**config.mk**
```make
export PLATFORM = sky130hd
export DESIGN_NAME = adc_serial_port
export DESIGN_NICKNAME = d
export VERILOG_FILES = /design/src/rtl/adc_sp_pkg.sv /design/src/rtl/adc_sample_bank.sv /design/src/rtl/adc_frame_shifter.sv /design/src/rtl/adc_power_seq.sv /design/src/rtl/adc_serial_port.sv
export SDC_FILE = /design/constraint.sdc
export NUM_CORES = 1
export LEC_CHECK = 0
export CORE_MARGIN = 3
export CORE_UTILIZATION = 50
export CTS_CLUSTER_SIZE = 8
export DETAILED_ROUTE_END_ITERATION = 10
export PLACE_DENSITY = 0.84
export SYNTH_ARGS = -nofsm -noshare
export SYNTH_HDL_FRONTEND = slang
export SYNTH_SLANG_ARGS = --single-unit
```
**constraint.sdc**
```tcl
create_clock -name clk -period 3.3 [get_ports clk]
set_input_delay 0.66 -clock clk [delete_from_list [all_inputs] [get_ports clk]]
set_output_delay 0.66 -clock clk [all_outputs]
set_load 0.005 [all_outputs]
```
**src/rtl/adc_sp_pkg.sv**
```systemverilog
package adc_sp_pkg;

  typedef enum logic [1:0] {
    PWR_ACTIVE = 2'd0,
    PWR_NAP    = 2'd1,
    PWR_SLEEP  = 2'd2
  } pwr_e;

  // Output coding: bipolar flips the top bit of an offset-binary raw code.
  function automatic logic [31:0] fmt_code(input logic [31:0] raw,
                                           input int unsigned width,
                                           input logic bipolar);
    logic [31:0] top;
    top = 32'd1 << (width - 1);
    return bipolar ? (raw ^ top) : raw;
  endfunction

  // Slots in a frame: select code plus one, saturating at the channel count.
  function automatic int unsigned slots_for_sel(input int unsigned code,
                                                input int unsigned nch);
    return (code + 1 > nch) ? nch : code + 1;
  endfunction

  // Power state from the count of idle convert strobes.
  function automatic pwr_e pwr_from_count(input int unsigned cnt,
                                          input int unsigned nap_at,
                                          input int unsigned sleep_at);
    if (cnt >= sleep_at) return PWR_SLEEP;
    if (cnt >= nap_at)   return PWR_NAP;
    return PWR_ACTIVE;
  endfunction

endpackage

```
**src/rtl/adc_sample_bank.sv**
```systemverilog
module adc_sample_bank #(
  parameter int NCH = 6,
  parameter int DW  = 14
) (
  input  logic              clk,
  input  logic              rst_n,
  input  logic              conv_rise,
  input  logic              bip,
  input  logic [NCH*DW-1:0] samples_i,
  output logic [NCH*DW-1:0] shown_o
);
  import adc_sp_pkg::*;

  for (genvar ch = 0; ch < NCH; ch++) begin : g_ch
    logic [DW-1:0] held_q;
    logic [DW-1:0] shown_q;
    logic [DW-1:0] fmt_w;

    assign fmt_w = DW'(fmt_code(32'(samples_i[ch*DW +: DW]), DW, bip));

    always_ff @(posedge clk) begin
      if (!rst_n) begin
        held_q  <= '0;
        shown_q <= '0;
      end else if (conv_rise) begin
        held_q  <= fmt_w;
        shown_q <= held_q;
      end
    end

    assign shown_o[ch*DW +: DW] = shown_q;
  end

endmodule

```
**src/rtl/adc_frame_shifter.sv**
```systemverilog
module adc_frame_shifter #(
  parameter int NCH       = 6,
  parameter int DW        = 14,
  parameter int SLOT_BITS = 16,
  parameter int SELW      = 3
) (
  input  logic              clk,
  input  logic              rst_n,
  input  logic              conv_rise,
  input  logic              sck_rise,
  input  logic [SELW-1:0]   sel,
  input  logic [NCH*DW-1:0] shown_i,
  output logic              sdo_o,
  output logic              oe_o
);
  import adc_sp_pkg::*;

  localparam int SLW = (NCH > 1) ? $clog2(NCH) : 1;
  localparam int NCW = $clog2(NCH + 1);
  localparam int BW  = $clog2(SLOT_BITS);

  logic           active_q;
  logic [SLW-1:0] slot_q;
  logic [BW-1:0]  bit_q;
  logic [NCW-1:0] nslots_q;

  logic           slot_end;
  logic           last_slot;
  logic [DW-1:0]  cur_word;
  logic [DW-1:0]  shifted;
  logic           in_data;

  assign slot_end  = (bit_q == BW'(SLOT_BITS - 1));
  assign last_slot = ((NCW'(slot_q) + NCW'(1)) == nslots_q);

  always_ff @(posedge clk) begin
    if (!rst_n) begin
      active_q <= 1'b0;
      slot_q   <= '0;
      bit_q    <= '0;
      nslots_q <= '0;
    end else if (conv_rise) begin
      active_q <= 1'b1;
      slot_q   <= '0;
      bit_q    <= '0;
      nslots_q <= NCW'(slots_for_sel(32'(sel), NCH));
    end else if (sck_rise && active_q) begin
      if (slot_end) begin
        bit_q <= '0;
        if (last_slot) active_q <= 1'b0;
        else           slot_q   <= slot_q + SLW'(1);
      end else begin
        bit_q <= bit_q + BW'(1);
      end
    end
  end

  always_comb begin
    cur_word = '0;
    for (int c = 0; c < NCH; c++) begin
      if (32'(slot_q) == c) cur_word = shown_i[c*DW +: DW];
    end
  end

  assign shifted = cur_word << bit_q;
  assign in_data = (32'(bit_q) < DW);
  assign sdo_o   = active_q & in_data & shifted[DW-1];
  assign oe_o    = active_q;

endmodule

```
**src/rtl/adc_power_seq.sv**
```systemverilog
module adc_power_seq #(
  parameter int NAP_PULSES   = 2,
  parameter int SLEEP_PULSES = 4
) (
  input  logic             clk,
  input  logic             rst_n,
  input  logic             conv_rise,
  input  logic             sck_rise,
  output adc_sp_pkg::pwr_e state_o
);
  import adc_sp_pkg::*;

  localparam int CW = $clog2(SLEEP_PULSES + 1);

  logic [CW-1:0] cnt_q;
  logic [CW-1:0] cnt_n;
  pwr_e          state_q;

  always_comb begin
    cnt_n = cnt_q;
    if (sck_rise) cnt_n = '0;
    if (conv_rise && cnt_n != CW'(SLEEP_PULSES)) cnt_n = cnt_n + CW'(1);
  end

  always_ff @(posedge clk) begin
    if (!rst_n) begin
      cnt_q   <= '0;
      state_q <= PWR_ACTIVE;
    end else begin
      cnt_q   <= cnt_n;
      state_q <= pwr_from_count(32'(cnt_n), NAP_PULSES, SLEEP_PULSES);
    end
  end

  assign state_o = state_q;

endmodule

```
**src/rtl/adc_serial_port.sv**
```systemverilog
module adc_serial_port #(
  parameter int NCH          = 6,
  parameter int DW           = 14,
  parameter int SLOT_BITS    = 16,
  parameter int SELW         = 3,
  parameter int NAP_PULSES   = 2,
  parameter int SLEEP_PULSES = 4
) (
  input  logic              clk,
  input  logic              rst_n,
  input  logic              conv,
  input  logic              sck,
  input  logic [SELW-1:0]   sel,
  input  logic              bip,
  input  logic [NCH*DW-1:0] samples,
  output logic              sdo,
  output logic              sdo_oe,
  output logic              pwr_nap,
  output logic              pwr_sleep
);
  import adc_sp_pkg::*;

  logic conv_q;
  logic sck_q;
  logic conv_rise;
  logic sck_rise;
  logic [NCH*DW-1:0] shown;
  pwr_e pwr_state;

  always_ff @(posedge clk) begin
    if (!rst_n) begin
      conv_q <= 1'b0;
      sck_q  <= 1'b0;
    end else begin
      conv_q <= conv;
      sck_q  <= sck;
    end
  end

  assign conv_rise = conv & ~conv_q;
  assign sck_rise  = sck & ~sck_q;

  adc_sample_bank #(.NCH(NCH), .DW(DW)) u_bank (
    .clk(clk), .rst_n(rst_n), .conv_rise(conv_rise), .bip(bip),
    .samples_i(samples), .shown_o(shown)
  );

  adc_frame_shifter #(.NCH(NCH), .DW(DW), .SLOT_BITS(SLOT_BITS), .SELW(SELW)) u_shift (
    .clk(clk), .rst_n(rst_n), .conv_rise(conv_rise), .sck_rise(sck_rise),
    .sel(sel), .shown_i(shown), .sdo_o(sdo), .oe_o(sdo_oe)
  );

  adc_power_seq #(.NAP_PULSES(NAP_PULSES), .SLEEP_PULSES(SLEEP_PULSES)) u_pwr (
    .clk(clk), .rst_n(rst_n), .conv_rise(conv_rise), .sck_rise(sck_rise),
    .state_o(pwr_state)
  );

  assign pwr_nap   = (pwr_state == PWR_NAP);
  assign pwr_sleep = (pwr_state == PWR_SLEEP);

endmodule

```
== Yosys cells after proc, flatten, opt, wreduce, memory -nomap -nowiden ==
Index checks and enable logic that the tools add are counted.
Storage, ports and cells
  register bits: 186
  latch bits: 0
  RAM bits: 0
  ROM bits: 0
  input bits: 92
  output and inout bits: 4
  word-level logic and storage cells: 91
  memories: 0
Cells by class
  add/subtract/negate cells: 4
  $mul: 0
  div/mod/pow operators: 0
  order comparisons: 4
  equal/unequal tests: 10
  shifts and indexed selects: 1
  multiplexer cells: 29
  bitwise logic cells: 14
  reductions and logical operators: 9
Operators by type and width (count)
  $mux W14: 12
  $shl A14 B4 Y14: 1
  $not A1 Y1: 10
  $mux W1: 9
  $mux W3: 3
  $mux W2: 4
  $add A3 B1 Y3 const B: 2
  $eq A3 B2 Y1 const B: 2
  $eq A3 B3 Y1 const B: 2
  $reduce_and A3 Y1: 2
  $reduce_bool A2 Y1: 3
  $add A3 B1 Y4 const B: 1
  $add A4 B1 Y4 const B: 1
  $and A1 B1 Y1: 4
  $eq A4 B4 Y1 const B: 1
  $gt A4 B3 Y1 const B: 1
  $lt A4 B4 Y1 const B: 1
  $mux W4: 1
  $eq A3 B1 Y1 const B: 1
  $eq A3 B3 Y1: 1
  $ge A3 B2 Y1 const B: 1
  $ge A3 B3 Y1 const B: 1
  $logic_not A3 Y1: 1
  $ne A3 B3 Y1 const B: 1
  other kinds (4): 5

== Logic depth before layout (Yosys ltp) ==
  depth after elaboration: 13
  mapped depth: 11
  depth with buffers taken out: 8

== Cells and area by module ==
From an unflattened synthesis, not the netlist that was laid out.
Unflattened totals
  cells, all modules: 779
  area, all modules: 8359.3 um^2
Modules (own cells, without submodules)
  adc_sample_bank: instances 1, cells each 549, area an instance 6538.8 um^2
  adc_frame_shifter: instances 1, cells each 197, area an instance 1486.4 um^2
  adc_power_seq: instances 1, cells each 25, area an instance 254.0 um^2
  adc_serial_port: instances 1, cells each 8, area an instance 80.1 um^2

== Worst setup path before layout ==
OpenSTA, ideal clock, no wires.
  path kind: flip-flop to output port
  start point: reg u_shift.slot_q[2]
  end point: out sdo
  arrival: 1.996 ns
  data required time: 2.640 ns
  slack: 0.644 ns
  stages on the path, launching flop included: 12
  path buffers: 3
  cells stage by stage: dfxtp_1 buf_2 buf_2 inv_1 ha_1 nor2_1 buf_2 o21ai_0 o2111ai_1 nand4_1 a41oi_1 o311a_1
On the way
  longest elaborated chain between the ends: 9
  elaborated cells on any way between the ends: 14
  those cells by class: 5 x eq/ne; 1 x shift; 6 x mux; 1 x bitwise; 1 x reduce/logical
RTL lines
  start: declaration: line adc_frame_shifter.sv:23  | logic [SLW-1:0] slot_q;
  start signal: assignment: line adc_frame_shifter.sv:51  | else slot_q <= slot_q + SLW'(1);
  $logic_not A3 Y1: line adc_frame_shifter.sv:61  | if (32'(slot_q) == c) cur_word = shown_i[c*DW +: DW];
  $mux W14 (5 in series): line adc_frame_shifter.sv:61
  $mux W14 *: line adc_frame_shifter.sv:61
  $shl A14 B4 Y14 *: line adc_frame_shifter.sv:65  | assign shifted = cur_word << bit_q;
  $and A1 B1 Y1 *: line adc_frame_shifter.sv:67  | assign sdo_o = active_q & in_data & shifted[DW-1];
  end: declaration: line adc_serial_port.sv:16  | output logic sdo,
Mark *: on every way between the ends. The rest lies on a longest branch, timed or not.

== Worst setup path in the final report ==
  start point: reg u_shift.bit_q[0]
  end point: out sdo
On the way
  longest elaborated chain between the ends: 3
  elaborated cells on any way between the ends: 4
  those cells by class: 1 x order compare; 1 x shift; 2 x bitwise
RTL lines
  start: declaration: line adc_frame_shifter.sv:24  | logic [BW-1:0] bit_q;
  start signal: assignment: line adc_frame_shifter.sv:53  | bit_q <= bit_q + BW'(1);
  $lt A4 B4 Y1: line adc_frame_shifter.sv:66  | assign in_data = (32'(bit_q) < DW);
  $and A1 B1 Y1: line adc_frame_shifter.sv:67
  $and A1 B1 Y1 *: line adc_frame_shifter.sv:67
Marked as above.

==> metrics.md <==
| Metric | Value |
|---|---|
| Critical Path AT | `between 2 and 3 ns` |
| Height of the die | `roughly 130 um` |
| Worst path bufs/invs | `1` |
| Max-Cap Viols | `0` |
| DRC viols | `0` |
| Power density over the cells | `between 400 and 500 nW/um2` |
| Clock Sinks | `about 190` |
| Crit-path slowest cell | `dfxtp_1` |
| CP max FO | `17` |
| Worst Reg-to-Reg Cells | `7` |
| R2R Setup Slk | `approximately 1.1 ns` |
| Detail Placement HPWL | `between 10000 and 15000 um` |
| Worst-path cell chain | `nand2_1, a221o_1, nor2_2, nor4_2, o311a_1, clkbuf_2` |
| Post-Syn Area per Cell | `roughly 8.1 um2` |
| Initial DRC Count | `a little under 500` |
| Post-synth EDFFs | `0` |
| Cell with the most instances after synthesis | `nand2_1` |
| DR vias | `about 6800` |
| Vias in the first global route | `6588` |
| Rows | `45` |
| CP Capture Point | `sdo` |
| Clock latency on the worst-skew pair | `between 0.4 and 0.5 ns` |
| Yosys cell types | `44` |
| Worst setup SP type | `register` |
| Period minus WS final | `~3.2 ns` |
| IO Count | `96` |
| R2R Path Start | `u_shift.bit_q[0]` |
| Worst R2R End | `u_shift.slot_q[2]` |
| CP startpoint | `u_shift.bit_q[0]` |
| CTS buffer count | `17` |
| Detailed-route vias per instance | `approximately 5.4` |
| Net Count, Synth | `1088` |
| Layout cells sized above 1 | `0.08765` |
| Worst-margin pin slew | `about 0.74 ns` |
| CTS tree | `yes` |
| Starting Density | `0.5184` |
| Sequential area share after synthesis | `0.4673` |
| Initial antenna violation count | `0` |
| Final ANT Viol Nets | `0` |
| Mapped Cells | `roughly 990` |
| First-pass DRT Iterations | `5` |
| Most frequent cells after synthesis | `nand2_1, dfxtp_1, a21boi_0` |
| #FFs+latches synth | `roughly 190` |
| Die area | `17490 um2` |
| Die W | `roughly 130 um` |
| Wirelength per Cell | `approximately 15 um` |
| Port buffer count | `95` |
| Worst hold margin | `0.4619 ns` |
| Clock-pin transition on the worst setup and hold timing paths | `around 0.070 ns` |
| Hold Buf Count CTS | `0` |
| Hold Fails Final Rpt | `0` |
| Core area | `between 15000 and 20000 um2` |
| Worst path depth | `6` |
| Number of diodes | `0` |
| Post-synthesis instance area | `7969 um2` |
| TNS Setup | `0 ns` |
| Synth area leaders | `dfxtp_1, nand2_1, a21boi_0` |
| Area delta synth->final | `24.51%` |
| Share of the synthesized area in the top cell type | `0.4673` |
| Fmax | `~320 MHz` |
| Fin Clk Skew | `about 0.0083 ns` |
| Crit path largest cell delay | `0.80 ns` |
| Ys flop type | `dfxtp_1` |
| Max-Slew Margin vs Limit | `0.5065` |
| WL final | `between 15000 and 20000 um` |
| Root buf cell | `clkbuf_16` |
| Largest net degree at the start of global routing | `91` |
| Critical path type | `reg2out` |
| Placer Congestion | `roughly 0.96` |
| Pins Over Slew Limit | `0` |
| CP top delay family | `flip-flops` |
| Worst EP required | `~2.6 ns` |
| NumNets Final | `1150` |
| Tcrit/Tclk final | `0.9599` |
| Yosys warns | `0` |
| Fraction of registers with async set/reset | `0` |
| Clock buffer depth | `2` |
| Run status | `finished clean` |
| First-pass GRT wire length | `roughly 32000 um` |
| All-layer global routing usage | `0.2229` |
| Fill count | `1312` |
| Area leader, netlist | `dfxtp_1` |
| Worst Setup End Kind | `output port` |
| Total gr overflow | `0` |
| Endpoints failing setup | `0` |
| Number of H-tree levels | `4` |
| P_leak | `3.554 nW` |
| RSZ-0062 raised after global routing | `false` |
| Hold Crit Class | `reg2reg` |
| Peak supply drop | `approximately 0.36 mV` |
layout make-up:
| cell class | count | area (um2) | share of cell area |
|---|---|---|---|
| multi-input cells | 713 | 4089 | 0.4121 |
| flip-flops and latches | 186 | 3731 | 0.3760 |
| repair buffers | 120 | 1217 | 0.1227 |
| clock buffers | 21 | 460.4 | 0.04641 |
| well taps | 211 | 264.0 | 0.02661 |
| clock inverters | 11 | 120.1 | 0.01211 |
| inverters | 10 | 40.04 | 0.004035 |
layer usage:
layer  track usage  routed length (um)  up-vias
met5             0                   0        -
met4       0.07679                 335        0
met3       0.04924                 880       25
met2        0.3694                9361      146
met1        0.2889                8722     3230
li1              -                   -     3419
registers in the layout (all words and copies together) (netlist names):
register,count
u_shift.nslots_q,3
u_pwr.state_o,2
u_shift.bit_q,4
sck_q,1
u_bank.g_ch.held_q,84
u_shift.slot_q,3
u_pwr.cnt_q,3
conv_q,1
u_bank.g_ch.shown_q,84
u_shift.oe_o,1
tightest hold or removal path, stage by stage, from the launching register on:
cell and delay [ns]:
dfxtp_1 0.31, nand2_1 0.04, a21boi_0 0.06
logic make-up (layout without fill, tap and decap cells):
| kind of cell | count (synthesis) | in the layout | share of synthesized area |
|---|---|---|---|
| compound gates | 258 | 258 | 0.2388 |
| xor+xnor | 14 | 14 | 0.01539 |
| fa+ha+maj | 10 | 10 | 0.01570 |
| buf+inv | 87 | 162 | 0.04490 |
| flops | 186 | 186 | 0.4673 |
| mux | 1 | 1 | 0.001256 |
| simple gates | 430 | 430 | 0.2167 |
stage by stage:
stage	area (um2)	power [mW]	instances	util	worst slack, ns
floorplan	7969	2.668	986	-	0.6445
global placement	9089	2.855	1235	0.5913	0.06445
detailed placement	9089	2.863	1235	0.5913	0.01961
CTS	9842	4.844	1271	0.6403	0.01403
global route	9922	4.997	1272	0.6455	0.01670
finish	9922	4.815	1272	0.6455	0.1323
worst min path at each step:
stage / from / to / cells past startpoint
6_report: u_bank.g_ch[2].held_q[11] / u_bank.g_ch[2].held_q[11] / 2
5_1_grt: u_bank.g_ch[4].held_q[5] / u_bank.g_ch[4].shown_q[5] / 2
4_1_cts: u_bank.g_ch[0].held_q[10] / u_bank.g_ch[0].shown_q[10] / 2
3_5_place_dp: u_bank.g_ch[0].held_q[10] / u_bank.g_ch[0].shown_q[10] / 2
3_3_place_gp: u_bank.g_ch[5].held_q[7] / u_bank.g_ch[5].shown_q[7] / 2
2_1_floorplan: u_bank.g_ch[4].shown_q[12] / u_bank.g_ch[4].shown_q[12] / 2
what timing repair did:
action / CTS / global route
buffers inserted: 2 / 1
resized for setup: 45 / 14
endpoints found under the hold margin: 0 / 0
pin swaps: 8 / 7
endpoints found under the setup margin: 1 / 1
cloned: 2 / 0
where the power goes:
part	switching [mW]	internal [mW]	leakage, nW
sequential	0.0637	2.34	1.52
clock	0.845	1.15	0.279
combinational	0.200	0.214	1.76
placed cells by master (no fill, tap or decap), types with 5 or more instances in the layout:
cell type,count
o211a_1,6
a221oi_2,5
inv_1,7
a21boi_0,165
nand2b_1,5
nor3_1,5
clkbuf_16,17
buf_4,14
nor2_1,8
a221oi_1,6
o21ai_0,18
and2_1,5
nand2_1,368
xnor2_1,10
a21oi_1,16
nand3_1,8
dfxtp_1,184
buf_6,5
buf_12,5
ha_1,5
clkdlybuf4s50_1,93
nor2b_1,9
o2111ai_1,7
(Power assumes the default switching activity.)
